--- src/rtl/phy_probe_pkg.sv ---
// Shared state encoding and register constants for the PHY probe sequencer.
// Assumes the management bus uses 5-bit PHY and register numbers.
package phy_probe_pkg;

    typedef enum logic [3:0] {
        ST_IDLE,
        ST_SCAN_REQ,
        ST_SCAN_WAIT,
        ST_ID2_REQ,
        ST_ID2_WAIT,
        ST_PASS_GAP,
        ST_POLL_REQ,
        ST_POLL_WAIT,
        ST_POLL_GAP
    } probe_state_e;

    localparam logic [4:0]  REG_STATUS = 5'd1;
    localparam logic [4:0]  REG_ID_HI  = 5'd2;
    localparam logic [4:0]  REG_ID_LO  = 5'd3;
    localparam int          BIT_ANEG   = 5;
    localparam int          BIT_LINK   = 2;
    localparam logic [15:0] EMPTY_WORD = 16'hFFFF;

endpackage

--- src/rtl/probe_timer.sv ---
// Down-counting delay timer. A load sets the count; expired is high while the count is zero.
// Assumes load values of TICKS-1 give a wait of TICKS cycles in the caller's gap state.
module probe_timer #(
    parameter int W = 8
) (
    input  logic         clk,
    input  logic         rst_n,
    input  logic         load,
    input  logic [W-1:0] load_val,
    output logic         expired
);
    logic [W-1:0] cnt_q;

    // Load or count down toward zero, then hold.
    always_ff @(posedge clk) begin
        if (!rst_n)
            cnt_q <= '0;
        else if (load)
            cnt_q <= load_val;
        else if (cnt_q != '0)
            cnt_q <= cnt_q - 1'b1;
    end

    assign expired = (cnt_q == '0);
endmodule

--- src/rtl/probe_counter.sv ---
// Clearable up-counter used for address, pass and poll indices.
// Assumes the caller never increments past the range it compares against.
module probe_counter #(
    parameter int W = 5
) (
    input  logic         clk,
    input  logic         rst_n,
    input  logic         clr,
    input  logic         inc,
    output logic [W-1:0] q
);
    // Clear has priority over increment.
    always_ff @(posedge clk) begin
        if (!rst_n)
            q <= '0;
        else if (clr)
            q <= '0;
        else if (inc)
            q <= q + 1'b1;
    end
endmodule

--- src/rtl/phy_probe_seq.sv ---
// PHY discovery and link-wait sequencer.
// Scans PHY addresses for a responding identifier register, assembles the
// 32-bit identifier, retries whole passes with a pause, then polls the status
// register until autonegotiation and link are both reported.
// Assumes the read engine answers each request with one rd_done pulse at
// least one cycle after rd_req, and holds no second request outstanding.
module phy_probe_seq #(
    parameter int          ADDR_COUNT  = 32,
    parameter int          SCAN_PASSES = 11,
    parameter int          RETRY_TICKS = 1000000,
    parameter int          POLL_TICKS  = 50000,
    parameter int          POLL_LIMIT  = 1000,
    parameter logic [31:0] KNOWN_ID    = 32'h0022561B
) (
    input  logic        clk,
    input  logic        rst_n,
    input  logic        start,
    output logic        busy,
    output logic        rd_req,
    output logic [4:0]  rd_phy,
    output logic [4:0]  rd_reg,
    input  logic        rd_done,
    input  logic [15:0] rd_data,
    output logic        phy_found,
    output logic        phy_absent,
    output logic [4:0]  phy_addr,
    output logic [31:0] phy_id,
    output logic        id_known,
    output logic        link_up,
    output logic        link_timeout
);
    import phy_probe_pkg::*;

    localparam int ADDR_W = 5;
    localparam int PASS_W = $clog2(SCAN_PASSES + 1);
    localparam int POLL_W = $clog2(POLL_LIMIT + 1);
    localparam int T_MAX  = (RETRY_TICKS > POLL_TICKS) ? RETRY_TICKS : POLL_TICKS;
    localparam int TMR_W  = $clog2(T_MAX + 1);

    probe_state_e state_q, state_d;

    logic              addr_clr, addr_inc, pass_clr, pass_inc, poll_clr, poll_inc;
    logic              tmr_load, tmr_expired;
    logic [TMR_W-1:0]  tmr_val;
    logic [ADDR_W-1:0] addr_q;
    logic [PASS_W-1:0] pass_q;
    logic [POLL_W-1:0] poll_q;

    logic hit, link_ok, last_addr, last_pass, last_poll;

    assign hit       = rd_data != EMPTY_WORD;
    assign link_ok   = rd_data[BIT_ANEG] && rd_data[BIT_LINK];
    assign last_addr = addr_q == ADDR_W'(ADDR_COUNT - 1);
    assign last_pass = pass_q == PASS_W'(SCAN_PASSES - 1);
    assign last_poll = poll_q == POLL_W'(POLL_LIMIT - 1);

    probe_counter #(.W(ADDR_W)) u_addr_cnt (
        .clk(clk), .rst_n(rst_n), .clr(addr_clr), .inc(addr_inc), .q(addr_q));
    probe_counter #(.W(PASS_W)) u_pass_cnt (
        .clk(clk), .rst_n(rst_n), .clr(pass_clr), .inc(pass_inc), .q(pass_q));
    probe_counter #(.W(POLL_W)) u_poll_cnt (
        .clk(clk), .rst_n(rst_n), .clr(poll_clr), .inc(poll_inc), .q(poll_q));
    probe_timer #(.W(TMR_W)) u_gap_tmr (
        .clk(clk), .rst_n(rst_n), .load(tmr_load), .load_val(tmr_val),
        .expired(tmr_expired));

    // Next-state logic and counter/timer control.
    always_comb begin
        state_d  = state_q;
        addr_clr = 1'b0; addr_inc = 1'b0;
        pass_clr = 1'b0; pass_inc = 1'b0;
        poll_clr = 1'b0; poll_inc = 1'b0;
        tmr_load = 1'b0; tmr_val  = '0;
        case (state_q)
            ST_IDLE: if (start) begin
                poll_clr = 1'b1;
                if (phy_found) begin
                    state_d = ST_POLL_REQ;
                end else begin
                    addr_clr = 1'b1;
                    pass_clr = 1'b1;
                    state_d  = ST_SCAN_REQ;
                end
            end
            ST_SCAN_REQ: state_d = ST_SCAN_WAIT;
            ST_SCAN_WAIT: if (rd_done) begin
                if (hit) begin
                    state_d = ST_ID2_REQ;
                end else if (!last_addr) begin
                    addr_inc = 1'b1;
                    state_d  = ST_SCAN_REQ;
                end else if (last_pass) begin
                    state_d = ST_IDLE;
                end else begin
                    addr_clr = 1'b1;
                    pass_inc = 1'b1;
                    tmr_load = 1'b1;
                    tmr_val  = TMR_W'(RETRY_TICKS - 1);
                    state_d  = ST_PASS_GAP;
                end
            end
            ST_PASS_GAP: if (tmr_expired) state_d = ST_SCAN_REQ;
            ST_ID2_REQ:  state_d = ST_ID2_WAIT;
            ST_ID2_WAIT: if (rd_done) state_d = ST_POLL_REQ;
            ST_POLL_REQ: state_d = ST_POLL_WAIT;
            ST_POLL_WAIT: if (rd_done) begin
                if (link_ok || last_poll) begin
                    state_d = ST_IDLE;
                end else begin
                    poll_inc = 1'b1;
                    tmr_load = 1'b1;
                    tmr_val  = TMR_W'(POLL_TICKS - 1);
                    state_d  = ST_POLL_GAP;
                end
            end
            ST_POLL_GAP: if (tmr_expired) state_d = ST_POLL_REQ;
            default: state_d = ST_IDLE;
        endcase
    end

    // State register.
    always_ff @(posedge clk) begin
        if (!rst_n) state_q <= ST_IDLE;
        else        state_q <= state_d;
    end

    // Result registers: cached identity and per-run flags.
    always_ff @(posedge clk) begin
        if (!rst_n) begin
            phy_found    <= 1'b0;
            phy_absent   <= 1'b0;
            phy_addr     <= '0;
            phy_id       <= '0;
            id_known     <= 1'b0;
            link_up      <= 1'b0;
            link_timeout <= 1'b0;
        end else begin
            case (state_q)
                ST_IDLE: if (start) begin
                    link_up      <= 1'b0;
                    link_timeout <= 1'b0;
                    phy_absent   <= 1'b0;
                end
                ST_SCAN_WAIT: if (rd_done) begin
                    if (hit) begin
                        phy_addr      <= addr_q;
                        phy_id[31:16] <= rd_data;
                    end else if (last_addr && last_pass) begin
                        phy_absent <= 1'b1;
                    end
                end
                ST_ID2_WAIT: if (rd_done) begin
                    phy_id[15:0] <= rd_data;
                    phy_found    <= 1'b1;
                    id_known     <= {phy_id[31:16], rd_data} == KNOWN_ID;
                end
                ST_POLL_WAIT: if (rd_done) begin
                    if (link_ok)        link_up      <= 1'b1;
                    else if (last_poll) link_timeout <= 1'b1;
                end
                default: ;
            endcase
        end
    end

    // Request outputs decoded from the state.
    always_comb begin
        rd_req = 1'b0;
        rd_reg = '0;
        rd_phy = phy_addr;
        case (state_q)
            ST_SCAN_REQ: begin rd_req = 1'b1; rd_reg = REG_ID_HI; rd_phy = addr_q; end
            ST_ID2_REQ:  begin rd_req = 1'b1; rd_reg = REG_ID_LO;  end
            ST_POLL_REQ: begin rd_req = 1'b1; rd_reg = REG_STATUS; end
            default: ;
        endcase
    end

    assign busy = state_q != ST_IDLE;
endmodule

--- config.mk ---
export PLATFORM = sky130hd
export DESIGN_NAME = phy_probe_seq
export DESIGN_NICKNAME = d
export VERILOG_FILES = /design/src/rtl/phy_probe_pkg.sv /design/src/rtl/probe_timer.sv /design/src/rtl/probe_counter.sv /design/src/rtl/phy_probe_seq.sv
export SDC_FILE = /design/constraint.sdc
export NUM_CORES = 1
export LEC_CHECK = 0
export BUFFER_PORTS_ARGS = -buffer_cell sky130_fd_sc_hd__buf_4
export CORE_MARGIN = 1
export CORE_UTILIZATION = 35
export CTS_BUF_LIST = sky130_fd_sc_hd__clkbuf_4 sky130_fd_sc_hd__clkbuf_8
export DETAILED_ROUTE_END_ITERATION = 6
export SLEW_MARGIN = 20
export SYNTH_ARGS = -nofsm -noshare
export SYNTH_HDL_FRONTEND = slang
export SYNTH_SLANG_ARGS = --single-unit
--- constraint.sdc ---
create_clock -name clk -period 2.5 [get_ports clk]
set_input_delay 0.125 -clock clk [delete_from_list [all_inputs] [get_ports clk]]
set_output_delay 0.125 -clock clk [all_outputs]
set_load 0.02 [all_outputs]
### Yosys cells after proc, flatten, opt, wreduce, memory -nomap -nowiden

Index checks and enable logic that the tools add are counted.

| storage, ports and cells | value |
|---|---|
| RAM bits | 0 |
| ROM bits | 0 |
| word-level logic and storage cells | 117 |
| bits in registers | 85 |
| output and inout bits | 54 |
| bits of input ports | 20 |
| bits in latches | 0 |
| memories kept | 0 |

| operators by class | value |
|---|---|
| bitwise logic cells | 1 |
| multiply operators | 0 |
| order comparisons | 0 |
| add/sub/neg operators | 4 |
| mux-type cells | 55 |
| eq/ne operators | 24 |
| shifts and indexed selects | 0 |
| reduce and logical (&&, ||, !) cells | 20 |
| div/mod/pow operators | 0 |

Operators with widths:

| cell | number |
|---|---|
| $mux W20 | 6 |
| $pmux W20 S2 | 1 |
| $pmux W4 S9 | 1 |
| $eq A32 B22 Y1 const B | 1 |
| $mux W16 | 2 |
| $mux W4 | 7 |
| $mux W1 | 27 |
| $ne A2 B2 Y1 const B | 11 |
| $logic_not A20 Y1 | 1 |
| $reduce_bool A20 Y1 | 1 |
| $sub A20 B1 Y20 const B | 1 |
| $eq A4 B3 Y1 const B | 4 |
| $ne A16 B16 Y1 const B | 1 |
| $mux W3 | 4 |
| $add A10 B1 Y10 const B | 1 |
| $eq A10 B10 Y1 const B | 1 |
| $pmux W1 S2 | 5 |
| $reduce_and A5 Y1 | 2 |
| $eq A4 B2 Y1 const B | 2 |
| $eq A4 B4 Y1 const B | 2 |
| $pmux W2 S3 | 1 |
| $reduce_and A6 Y1 | 1 |
| $reduce_bool A2 Y1 | 3 |
| $reduce_or A2 Y1 | 3 |
| other kinds (14) | 15 |

### Longest topological paths before layout

Gate-level depths: netlist of the first run.

| depth | value |
|---|---|
| word-level depth | 7 |
| mapped depth | 9 |
| gate-level depth less buffers | 8 |

### Hierarchy

A second synthesis of the first run with hierarchy kept.

| unflattened totals | value |
|---|---|
| cells, all modules | 459 |
| area total of the unflattened synthesis | 4,229.1 um^2 |

By module, submodules not included:

| module | area an instance (um^2) | instances | cells an instance | seq. area each (um^2) |
|---|---|---|---|---|
| phy_probe_seq | 2,258.4 | 1 | 247 | 920.9 |
| probe_timer | 1,087.3 | 1 | 122 | 400.4 |
| probe_counter at u_poll_cnt | 462.9 | 1 | 50 | 200.2 |
| probe_counter at u_addr_cnt | 239.0 | 1 | 23 | 100.1 |
| probe_counter at u_pass_cnt | 181.4 | 1 | 17 | 80.1 |

### Worst setup path before layout of the first run

OpenSTA, ideal clock, no wires.

| timing path | value |
|---|---|
| path type | register -> register |
| start point | register u_addr_cnt.q[0] |
| end point | register u_pass_cnt.q[1] |
| setup time | 143 ps |
| data required time | 2,357 ps |
| period minus slack after synthesis | 1,883 ps |
| slack | 617 ps |
| cell stages (with the launch flop) | 10 |
| data arrival time | 1,740 ps |
| path buffers | 2 |
| cells stage by stage | dfxtp_1 ha_1 and3_1 ha_1 o21a_1 and3_1 buf_2 buf_4 nor2_1 a211oi_2 |

| on the way | value |
|---|---|
| longest elaborated chain between the ends | 5 |

RTL lines:

| element | RTL line | text |
|---|---|---|
| start: declaration | probe_counter.sv:10 | `output logic [W-1:0] q` |
| start signal: assignment | probe_counter.sv:19 | `q <= q + 1'b1;` |
| $eq A5 B5 Y1 | phy_probe_seq.sv:53 | `assign last_addr = addr_q == ADDR_W'(ADDR_COUNT - 1);` |
| $mux W1 | phy_probe_seq.sv:89 | `end else if (!last_addr) begin` |
| $mux W1 | phy_probe_seq.sv:87 | `if (hit) begin` |
| $mux W1 | phy_probe_seq.sv:86 | `ST_SCAN_WAIT: if (rd_done) begin` |
| $mux W1 | phy_probe_seq.sv:74 | `case (state_q)` |
| end signal: assignment | probe_counter.sv:19 |  |
| end: declaration | probe_counter.sv:10 |  |

No other way between the ends.
A chain may end at the register's enable or synchronous reset.

### Worst setup path after layout of the first run

| timing path | value |
|---|---|
| start point | register state_q[2] |
| end point | output port rd_phy[0] |

| on the way | value |
|---|---|
| longest elaborated chain between the ends | 2 |

RTL lines:

| element | RTL line | text |
|---|---|---|
| start: declaration | phy_probe_seq.sv:40 | `probe_state_e state_q, state_d;` |
| start signal: assignment | phy_probe_seq.sv:124 | `else state_q <= state_d;` |
| $eq A4 B1 Y1 | phy_probe_seq.sv:171 | `case (state_q)` |
| $mux W5 | phy_probe_seq.sv:171 |  |
| end: declaration | phy_probe_seq.sv:20 | `output logic [4:0] rd_phy,` |

No other way between the ends.

==> impl_metrics.env, run 1 <==
export IMPL_synth_cell_types=57
export IMPL_drtIter0Drc=178
export IMPL_hold_buffers=0
export IMPL_cts_made_buffers=9
export IMPL_grtUsageTotal_pct=17.3
export IMPL_multi_input_area_um2=2380
export IMPL_vias=3699
export IMPL_drive_gt1_share_pct=20.7
export IMPL_final_util_pct=43.6
export IMPL_rrSetupSlack_ns=0.24
export IMPL_clock_latency_ns=0.36
export IMPL_drtAntennaViolNets=0
export IMPL_whs_ns=0.0422
export IMPL_crit_required_ns=2.38
export IMPL_cts_resized=0
export IMPL_hold_depth=3
export IMPL_die_x_um=112
export IMPL_syn_to_final_growth_pct=19.2
export IMPL_die_height_um=112
export IMPL_seqCellArea_um2=1700
export IMPL_worst_slew_pin_slew_ns=0.550
export IMPL_diodes=0
export IMPL_clock_fmax_ghz=0.437
export IMPL_antenna_found_initial=0
export IMPL_core_um2=11700
export IMPL_ys_warn_count=0
export IMPL_stdcell_area_um2=5090
export IMPL_io_pins=74
export IMPL_place_area_um2=4900
export IMPL_dieArea_um2=12600
export IMPL_end_kind="primary output"
export IMPL_cts_sinks=85
export IMPL_syn_inst=488
export IMPL_timing_final_ws_setup_ns=0.212
export IMPL_synth_edf_count=0
export IMPL_synth_seq_cells=85
export IMPL_leakage_nw=1.90
export IMPL_viasPerCell=5.29
export IMPL_htree_levels=3
export IMPL_wirelength_mm=10.5
export IMPL_ff2ff_path_depth=7
export IMPL_ys_flop_type="dfxtp_1"
export IMPL_dr_pass1_iters=4
export IMPL_ir_drop_uv=579
export IMPL_finalNonFillerCells=699
export IMPL_initial_utilization_pct=36.6
export IMPL_cap_violations=0
export IMPL_post_route_period_util_pct=91.5
export IMPL_setup_viol=0
export IMPL_max_slew_margin_pct=63.0
export IMPL_post_place_ws_ns=0.227
export IMPL_wl_per_cell_um=15.0
export IMPL_rsz0062_at_grt="false"
export IMPL_critPathKind="reg2out"
export IMPL_drc_errors=0
export IMPL_grt_pass1_wl_mm=17.5
export IMPL_n_fill_cell=1164
export IMPL_cts_tree="built"
export IMPL_finalWeightedCongestion=0.799
export IMPL_root_buffer="clkbuf_8"
export IMPL_placed_cells=683
export IMPL_synth_avg_cell_area_um2=8.74
export IMPL_ys_async_sr_fraction_pct=0
export IMPL_yosysSeqAreaShare_pct=39.9
export IMPL_synth_area_um2=4270
export IMPL_grt_overflow_total=0
export IMPL_dp_final_hpwl_mm=7.75
export IMPL_final_cell_mix="85 x dfxtp_1, 81 x buf_4, 67 x nand2_1, 29 x nor2_1, 25 x a21boi_0"
export IMPL_finalPower_mw=4.31
export IMPL_hold_viol=0
export IMPL_holdPathEnd="phy_id[28]"
export IMPL_clock_path_buffers=2
export IMPL_row_count=39
export IMPL_min_path_type="in2reg"
export IMPL_nets=578
export IMPL_hp_start="rd_data[12]"
export IMPL_grt_max_degree=41
export IMPL_port_buffers=70
export IMPL_reg2reg_from="u_addr_cnt.q[0]"
export IMPL_outcome="finished, final reports clean"
export IMPL_grt_pass1_vias=3534
export IMPL_fin_skew_ns=0.00983
export IMPL_final_common_cell="dfxtp_1"
export IMPL_r2r_end="u_gap_tmr.cnt_q[6]"
export IMPL_min_period_ns=2.29
export IMPL_clk_pin_slew_ns=0.08
export IMPL_cp_arrival_ns=2.16
export IMPL_start_kind="register"
export IMPL_fin_tns_setup_ns=0
export IMPL_slew_viol_final=0
export IMPL_power_density_nw_per_um2=848
export IMPL_critPathMaxFanout=13
export IMPL_post_cts_buffers=0
[sequential cells by signal, summed over array words and instances, names as in the netlist, 4 cells and up]
| name | flops |
|---|---|
| u_addr_cnt.q | 5 |
| u_pass_cnt.q | 4 |
| u_gap_tmr.cnt_q | 20 |
| u_poll_cnt.q | 10 |
| state_q | 4 |
| phy_id | 32 |
| phy_addr | 5 |
[metal layers]
layer  GRT usage, %  up-vias  wire (µm)
met5              0        -          0
li1               -     1862          -
met1           23.5     1751       5180
met4           4.98        0         82
met3           3.94        4        445
met2           27.6       82       4770
[cell type report]
class                           count  area share [%]
Inverter                            8           0.590
Sequential cell                    85            33.4
Multi-Input combinational cell    366            46.8
Tap cell                          143            3.52
Timing Repair Buffer               81            12.0
Clock buffer                       13            3.27
Clock inverter                      3           0.394
[worst max-delay path, cell delays in order (launching register included)]
cell     delay, ns
dfxtp_1       0.44
buf_4         0.22
nor2_1        0.26
and2_1        0.35
mux2_2        0.38
buf_4         0.16
[where the power goes]
group,total [mW],switching (mW),leakage [nW],internal (mW)
Combinational,1.68,0.986,1.12,0.690
Sequential,1.71,0.199,0.688,1.52
Clock,0.922,0.485,0.0925,0.437
[worst max-delay path by stage]
stage,slack (ns),endpoint,start
floorplan,0.62,u_pass_cnt.q[1],u_addr_cnt.q[0]
global placement,0.35,u_gap_tmr.cnt_q[6],u_addr_cnt.q[0]
detailed placement,0.23,u_gap_tmr.cnt_q[6],u_addr_cnt.q[0]
CTS,0.20,rd_phy[0],state_q[2]
global route,0.03,u_gap_tmr.cnt_q[6],u_addr_cnt.q[0]
finish,0.21,rd_phy[0],state_q[2]
[kinds of logic (layout without fill, tap and decap cells)]
group,count (synthesis),in the layout,share of synthesized area (%)
AOI/OAI and AO/OA,91,91,15.2
adders and majority gates,7,7,2.05
DFF,85,85,39.9
muxes,25,25,6.01
buffers and inverters,39,105,4.57
and+or+nand+nor,219,219,27.9
xor gates and xnor gates,21,21,4.31
other,1,3,0.0879
[synth_stat cells, types with 6 or more instances]
master | number | area share (%)
a21boi_0 | 25 | 4.4
o21ai_0 | 10 | 1.2
nor4_1 | 8 | 1.2
nor2b_1 | 20 | 2.9
dfxtp_1 | 85 | 40
a21oi_1 | 16 | 1.9
ha_1 | 7 | 2.1
xor2_1 | 9 | 1.8
xnor2_1 | 12 | 2.5
mux2i_1 | 20 | 4.7
inv_1 | 8 | 0.70
nand3b_1 | 7 | 1.2
nor3_1 | 20 | 2.3
nand2_1 | 67 | 5.9
clkbuf_1 | 17 | 1.5
buf_2 | 6 | 0.70
o21a_1 | 11 | 1.9
nand3_1 | 13 | 1.5
or3_1 | 6 | 0.88
nor2_1 | 29 | 2.6
o31a_1 | 6 | 1.2
nand4_1 | 14 | 2.1
No activity file was read; power rests on OpenSTA's default activity.
==> inputs of run 2 (changes only) <==
Settings changed: CELL_PAD_IN_SITES_DETAIL_PLACEMENT set to 0, CELL_PAD_IN_SITES_GLOBAL_PLACEMENT set to 1, PLACE_DENSITY_LB_ADDON set to 0.1.
==> impl_metrics.env, run 2 (same netlist as run 1, synthesis figures left out) <==
export IMPL_outcome="finished, final reports clean"
export IMPL_worst_slew_pin_slew_ns=0.630
export IMPL_nets=581
export IMPL_min_path_type="in2reg"
export IMPL_hold_depth=3
export IMPL_crit_slowest_cell="dfxtp_1"
export IMPL_cp_num_cells=5
export IMPL_hold_buffers=0
export IMPL_hold_viol=0
export IMPL_ff2ff_path_depth=7
export IMPL_grt_pass1_vias=3511
export IMPL_power_density_nw_per_um2=868
export IMPL_slew_viol_final=0
export IMPL_initial_utilization_pct=36.6
export IMPL_fin_skew_ns=0.0156
export IMPL_cts_resized=0
export IMPL_cts_tree="built"
export IMPL_cap_violations=0
export IMPL_critPathKind="reg2out"
export IMPL_syn_to_final_growth_pct=20.0
export IMPL_path_cells="buf_4 -> nor2_1 -> and2_1 -> mux2_2 -> buf_4"
export IMPL_wirelength_mm=11.2
export IMPL_row_count=39
export IMPL_cts_sinks=85
export IMPL_dieArea_um2=12600
export IMPL_finalPower_mw=4.44
export IMPL_fin_tns_setup_ns=0
export IMPL_vias=3687
export IMPL_clk_pin_slew_ns=0.09
export IMPL_cpLargestDelayFamily="simple AND/OR/NAND/NOR gates"
export IMPL_cp_arrival_ns=2.21
export IMPL_critPathMaxFanout=8
export IMPL_top_register="phy_id"
export IMPL_antenna_found_initial=0
export IMPL_clock_latency_ns=0.38
export IMPL_rrSetupSlack_ns=0.23
export IMPL_max_stage_delay_ns=0.40
export IMPL_die_height_um=112
export IMPL_start_kind="register"
export IMPL_io_pins=74
export IMPL_drtAntennaViolNets=0
export IMPL_max_slew_margin_pct=57.6
export IMPL_ir_drop_uv=488
export IMPL_finalWeightedCongestion=0.809
export IMPL_final_cell_mix="85 x dfxtp_1, 84 x buf_4, 67 x nand2_1, 29 x nor2_1, 25 x a21boi_0"
export IMPL_post_route_period_util_pct=93.4
export IMPL_largestRegisters="phy_id: 32 flops, u_gap_tmr.cnt_q: 20 flops, u_poll_cnt.q: 10 flops"
export IMPL_drive_gt1_share_pct=21.1
export IMPL_viasPerCell=5.25
export IMPL_end_kind="primary output"
export IMPL_die_x_um=112
export IMPL_clock_fmax_ghz=0.428
export IMPL_final_common_cell="dfxtp_1"
export IMPL_post_cts_buffers=0
export IMPL_cpMostUsedCell="buf_4"
export IMPL_dp_final_hpwl_mm=8.07
export IMPL_cts_made_buffers=9
export IMPL_diodes=0
export IMPL_grt_pass1_wl_mm=18.0
export IMPL_clock_path_buffers=2
export IMPL_root_buffer="clkbuf_8"
export IMPL_critPathBufInv=2
export IMPL_wl_per_cell_um=15.9
export IMPL_dr_pass1_iters=5
export IMPL_timing_final_ws_setup_ns=0.164
export IMPL_min_period_ns=2.34
export IMPL_post_place_ws_ns=0.227
export IMPL_drc_errors=0
export IMPL_leakage_nw=1.93
export IMPL_rsz0062_at_grt="false"
export IMPL_grt_max_degree=44
export IMPL_crit_required_ns=2.38
export IMPL_drtIter0Drc=153
export IMPL_largest_register_ffs=32
export IMPL_grt_overflow_total=0
export IMPL_htree_levels=3
export IMPL_port_buffers=70
export IMPL_core_um2=11700
export IMPL_setup_viol=0
export IMPL_grtUsageTotal_pct=18.3
## run 2: worst paths after layout
kind / endpoint / from
max: rd_phy[1] / state_q[1]
min: phy_id[17] / rd_data[1]
max reg2reg: u_gap_tmr.cnt_q[15] / u_addr_cnt.q[0]
min reg2reg: u_poll_cnt.q[1] / u_poll_cnt.q[1]
## run 2: metal layers
layer	part of all wire, %	global-route usage, %
met1	50	24.8
met2	45	28.7
met3	3.8	4.48
met4	1.3	6.13
met5	0	0
## run 2: report_power, final
group	internal, mW	switching, mW
logic	0.725	1.03
clock network	0.493	0.493
registers	1.52	0.188
## run 2: final cells by class
type                       instances  area (µm²)
tap                              143         179
clock inverter                     5        50.0
timing repair buffer              84         631
clock buffer                      11         145
fill                            1154        6540
inverter                           8        30.0
sequential                        85        1700
multi-input combinational        366        2380
## run 2: worst register-to-register path: stages, from the launching register on
cell	delay (ns)
dfxtp_1	0.42
ha_1	0.20
and3_1	0.16
ha_1	0.30
o21a_1	0.26
and3_1	0.53
nor3_1	0.12
o21a_1	0.19
## run 2: stage by stage
stage / instance area, µm² / util, % / cells / hold WS [ns]
after floorplan: 4270 / - / 490 / 0.270
after global placement: 4920 / 42.2 / 686 / 0.408
after detailed placement: 4920 / 42.2 / 686 / 0.415
after CTS: 5120 / 43.9 / 702 / 0.000953
after global routing: 5120 / 43.9 / 702 / 0.00280
final: 5120 / 43.9 / 702 / 0.0229
==> inputs of run 3 (changes only) <==
Settings changed: CORE_UTILIZATION 35 to 44.
==> impl_metrics.env, run 3 (same netlist as run 1, synthesis figures left out) <==
export IMPL_fin_tns_setup_ns=0
export IMPL_hold_viol=0
export IMPL_grtUsageMet1_pct=30.4
export IMPL_intPower_mw=2.83
export IMPL_worst_slew_pin_slew_ns=0.624
export IMPL_power_frac_comb_pct=37.7
export IMPL_rrSetupSlack_ns=0.34
export IMPL_leakage_nw=1.93
export IMPL_dp_final_hpwl_mm=7.57
export IMPL_final_cell_mix="85 x dfxtp_1, 83 x buf_4, 67 x nand2_1, 29 x nor2_1, 25 x a21boi_0"
export IMPL_diodes=0
export IMPL_cts_made_buffers=9
export IMPL_critPathMaxFanout=11
export IMPL_vias=3740
export IMPL_fin_skew_ns=0.0137
export IMPL_max_stage_delay_ns=0.39
export IMPL_top_register="phy_id"
export IMPL_wl_per_cell_um=15.3
export IMPL_outcome="finished, final reports clean"
export IMPL_drc_errors=0
export IMPL_drtAntennaViolNets=0
export IMPL_holdPathEnd="phy_id[26]"
export IMPL_grt_pass1_wl_mm=17.2
export IMPL_cts_sinks=85
export IMPL_reg2reg_from="u_addr_cnt.q[0]"
export IMPL_min_path_type="in2reg"
export IMPL_cap_violations=0
export IMPL_start_kind="register"
export IMPL_netSwitchingPower_mw=1.71
export IMPL_viasPerCell=5.44
export IMPL_cp_arrival_ns=2.13
export IMPL_hp_start="rd_data[10]"
export IMPL_initial_utilization_pct=45.7
export IMPL_grt_overflow_total=0
export IMPL_core_um2=9330
export IMPL_ff2ff_path_depth=8
export IMPL_post_cts_buffers=0
export IMPL_largestRegisters="phy_id: 32 flops, u_gap_tmr.cnt_q: 20 flops, u_poll_cnt.q: 10 flops"
export IMPL_top_usage_layer="met2"
export IMPL_wirelength_mm=10.5
export IMPL_die_height_um=100
export IMPL_final_util_pct=55.0
export IMPL_clk_pin_slew_ns=0.10
export IMPL_power_density_nw_per_um2=886
export IMPL_ir_drop_uv=538
export IMPL_post_route_period_util_pct=90.3
export IMPL_port_buffers=70
export IMPL_antenna_found_initial=0
export IMPL_die_x_um=100
export IMPL_swShare_pct=37.7
export IMPL_root_buffer="clkbuf_8"
export IMPL_globalRouteMet3Util_pct=3.26
export IMPL_end_kind="primary output"
export IMPL_drive_gt1_share_pct=21.0
export IMPL_clkPwrFrac_pct=24.8
export IMPL_cp_startpoint="state_q[2]"
export IMPL_critPathBufInv=2
export IMPL_cts_tree="built"
export IMPL_path_cells="buf_4 -> nor2_1 -> and2_1 -> mux2_2 -> buf_4"
export IMPL_row_count=35
export IMPL_setup_viol=0
export IMPL_rsz0062_at_grt="false"
export IMPL_crit_slowest_cell="dfxtp_1"
export IMPL_crit_required_ns=2.38
export IMPL_clock_fmax_ghz=0.443
export IMPL_max_slew_margin_pct=58.0
export IMPL_cp_num_cells=5
export IMPL_clock_path_buffers=2
export IMPL_critPathKind="reg2out"
export IMPL_min_period_ns=2.26
export IMPL_met2_usage_pct=33.7
export IMPL_cts_resized=0
export IMPL_r2r_end="u_pass_cnt.q[0]"
export IMPL_drtIter0Drc=223
export IMPL_nets=580
export IMPL_final_common_cell="dfxtp_1"
export IMPL_htree_levels=3
export IMPL_finalWeightedCongestion=0.800
export IMPL_syn_to_final_growth_pct=20.2
export IMPL_grt_max_degree=63
export IMPL_dieArea_um2=10100
export IMPL_grt_pass1_vias=3476
export IMPL_cpLargestDelayFamily="simple AND/OR/NAND/NOR gates"
export IMPL_clock_latency_ns=0.36
export IMPL_dr_pass1_iters=5
export IMPL_io_pins=74
export IMPL_hold_buffers=0
export IMPL_power_frac_seq_pct=37.6
export IMPL_largest_register_ffs=32
export IMPL_hold_depth=3
export IMPL_grtUsageTotal_pct=21.5
export IMPL_cpMostUsedCell="buf_4"
export IMPL_slew_viol_final=0
run 3: stage by stage:
stage | instances | hold slack [ns] | cell area, µm² | total power, mW | setup slack (ns)
2_1_floorplan | 490 | 0.270 | 4270 | 2.97 | 0.617
3_3_place_gp | 671 | 0.405 | 4900 | 3.42 | 0.462
3_5_place_dp | 671 | 0.414 | 4900 | 3.43 | 0.369
4_1_cts | 687 | 0.0254 | 5130 | 4.56 | 0.241
5_1_grt | 687 | 0.0329 | 5130 | 4.82 | 0.188
6_report | 687 | 0.0296 | 5130 | 4.54 | 0.243
run 3: layout make-up:
class / instances / area [µm²]
clock buffers: 11 / 145
flip-flops and latches: 85 / 1700
inverters: 8 / 30.0
fillers: 906 / 4200
multi-input cells: 366 / 2380
well taps: 129 / 161
clock inverters: 5 / 83.8
repair buffers: 83 / 623
run 3: routing by layer:
layer | routed length, µm | part of all wire, % | vias up
met2 | 4800 | 46 | 83
li1 | - | - | 1857
met3 | 380 | 3.6 | 13
met4 | 127 | 1.2 | 0
met1 | 5220 | 50 | 1787
met5 | 0 | 0 | -
run 3: worst max path at each step:
stage	to
5_1_grt	rd_phy[2]
2_1_floorplan	u_pass_cnt.q[1]
3_5_place_dp	u_pass_cnt.q[0]
6_report	rd_phy[1]
4_1_cts	rd_phy[1]
3_3_place_gp	u_pass_cnt.q[0]
run 3: power groups by stage:
| stage | clock, mW | combinational, mW | sequential, mW |
|---|---|---|---|
| after floorplan | 0 | 1.25 | 1.72 |
| after global placement | 0 | 1.69 | 1.73 |
| after detailed placement | 0 | 1.70 | 1.74 |
| after CTS | 1.15 | 1.71 | 1.70 |
| after global routing | 1.20 | 1.89 | 1.74 |
| final | 1.12 | 1.71 | 1.71 |
run 3: worst reg2reg max path: cells and delay by family (launching register included):
kind,cells,cell delay (ns)
adders and majority gates,2,0.50
AOI/OAI and AO/OA,1,0.26
and+or+nand+nor,3,0.53
buffers and inverters,1,0.21
DFF,1,0.43
xor gates and xnor gates,1,0.12
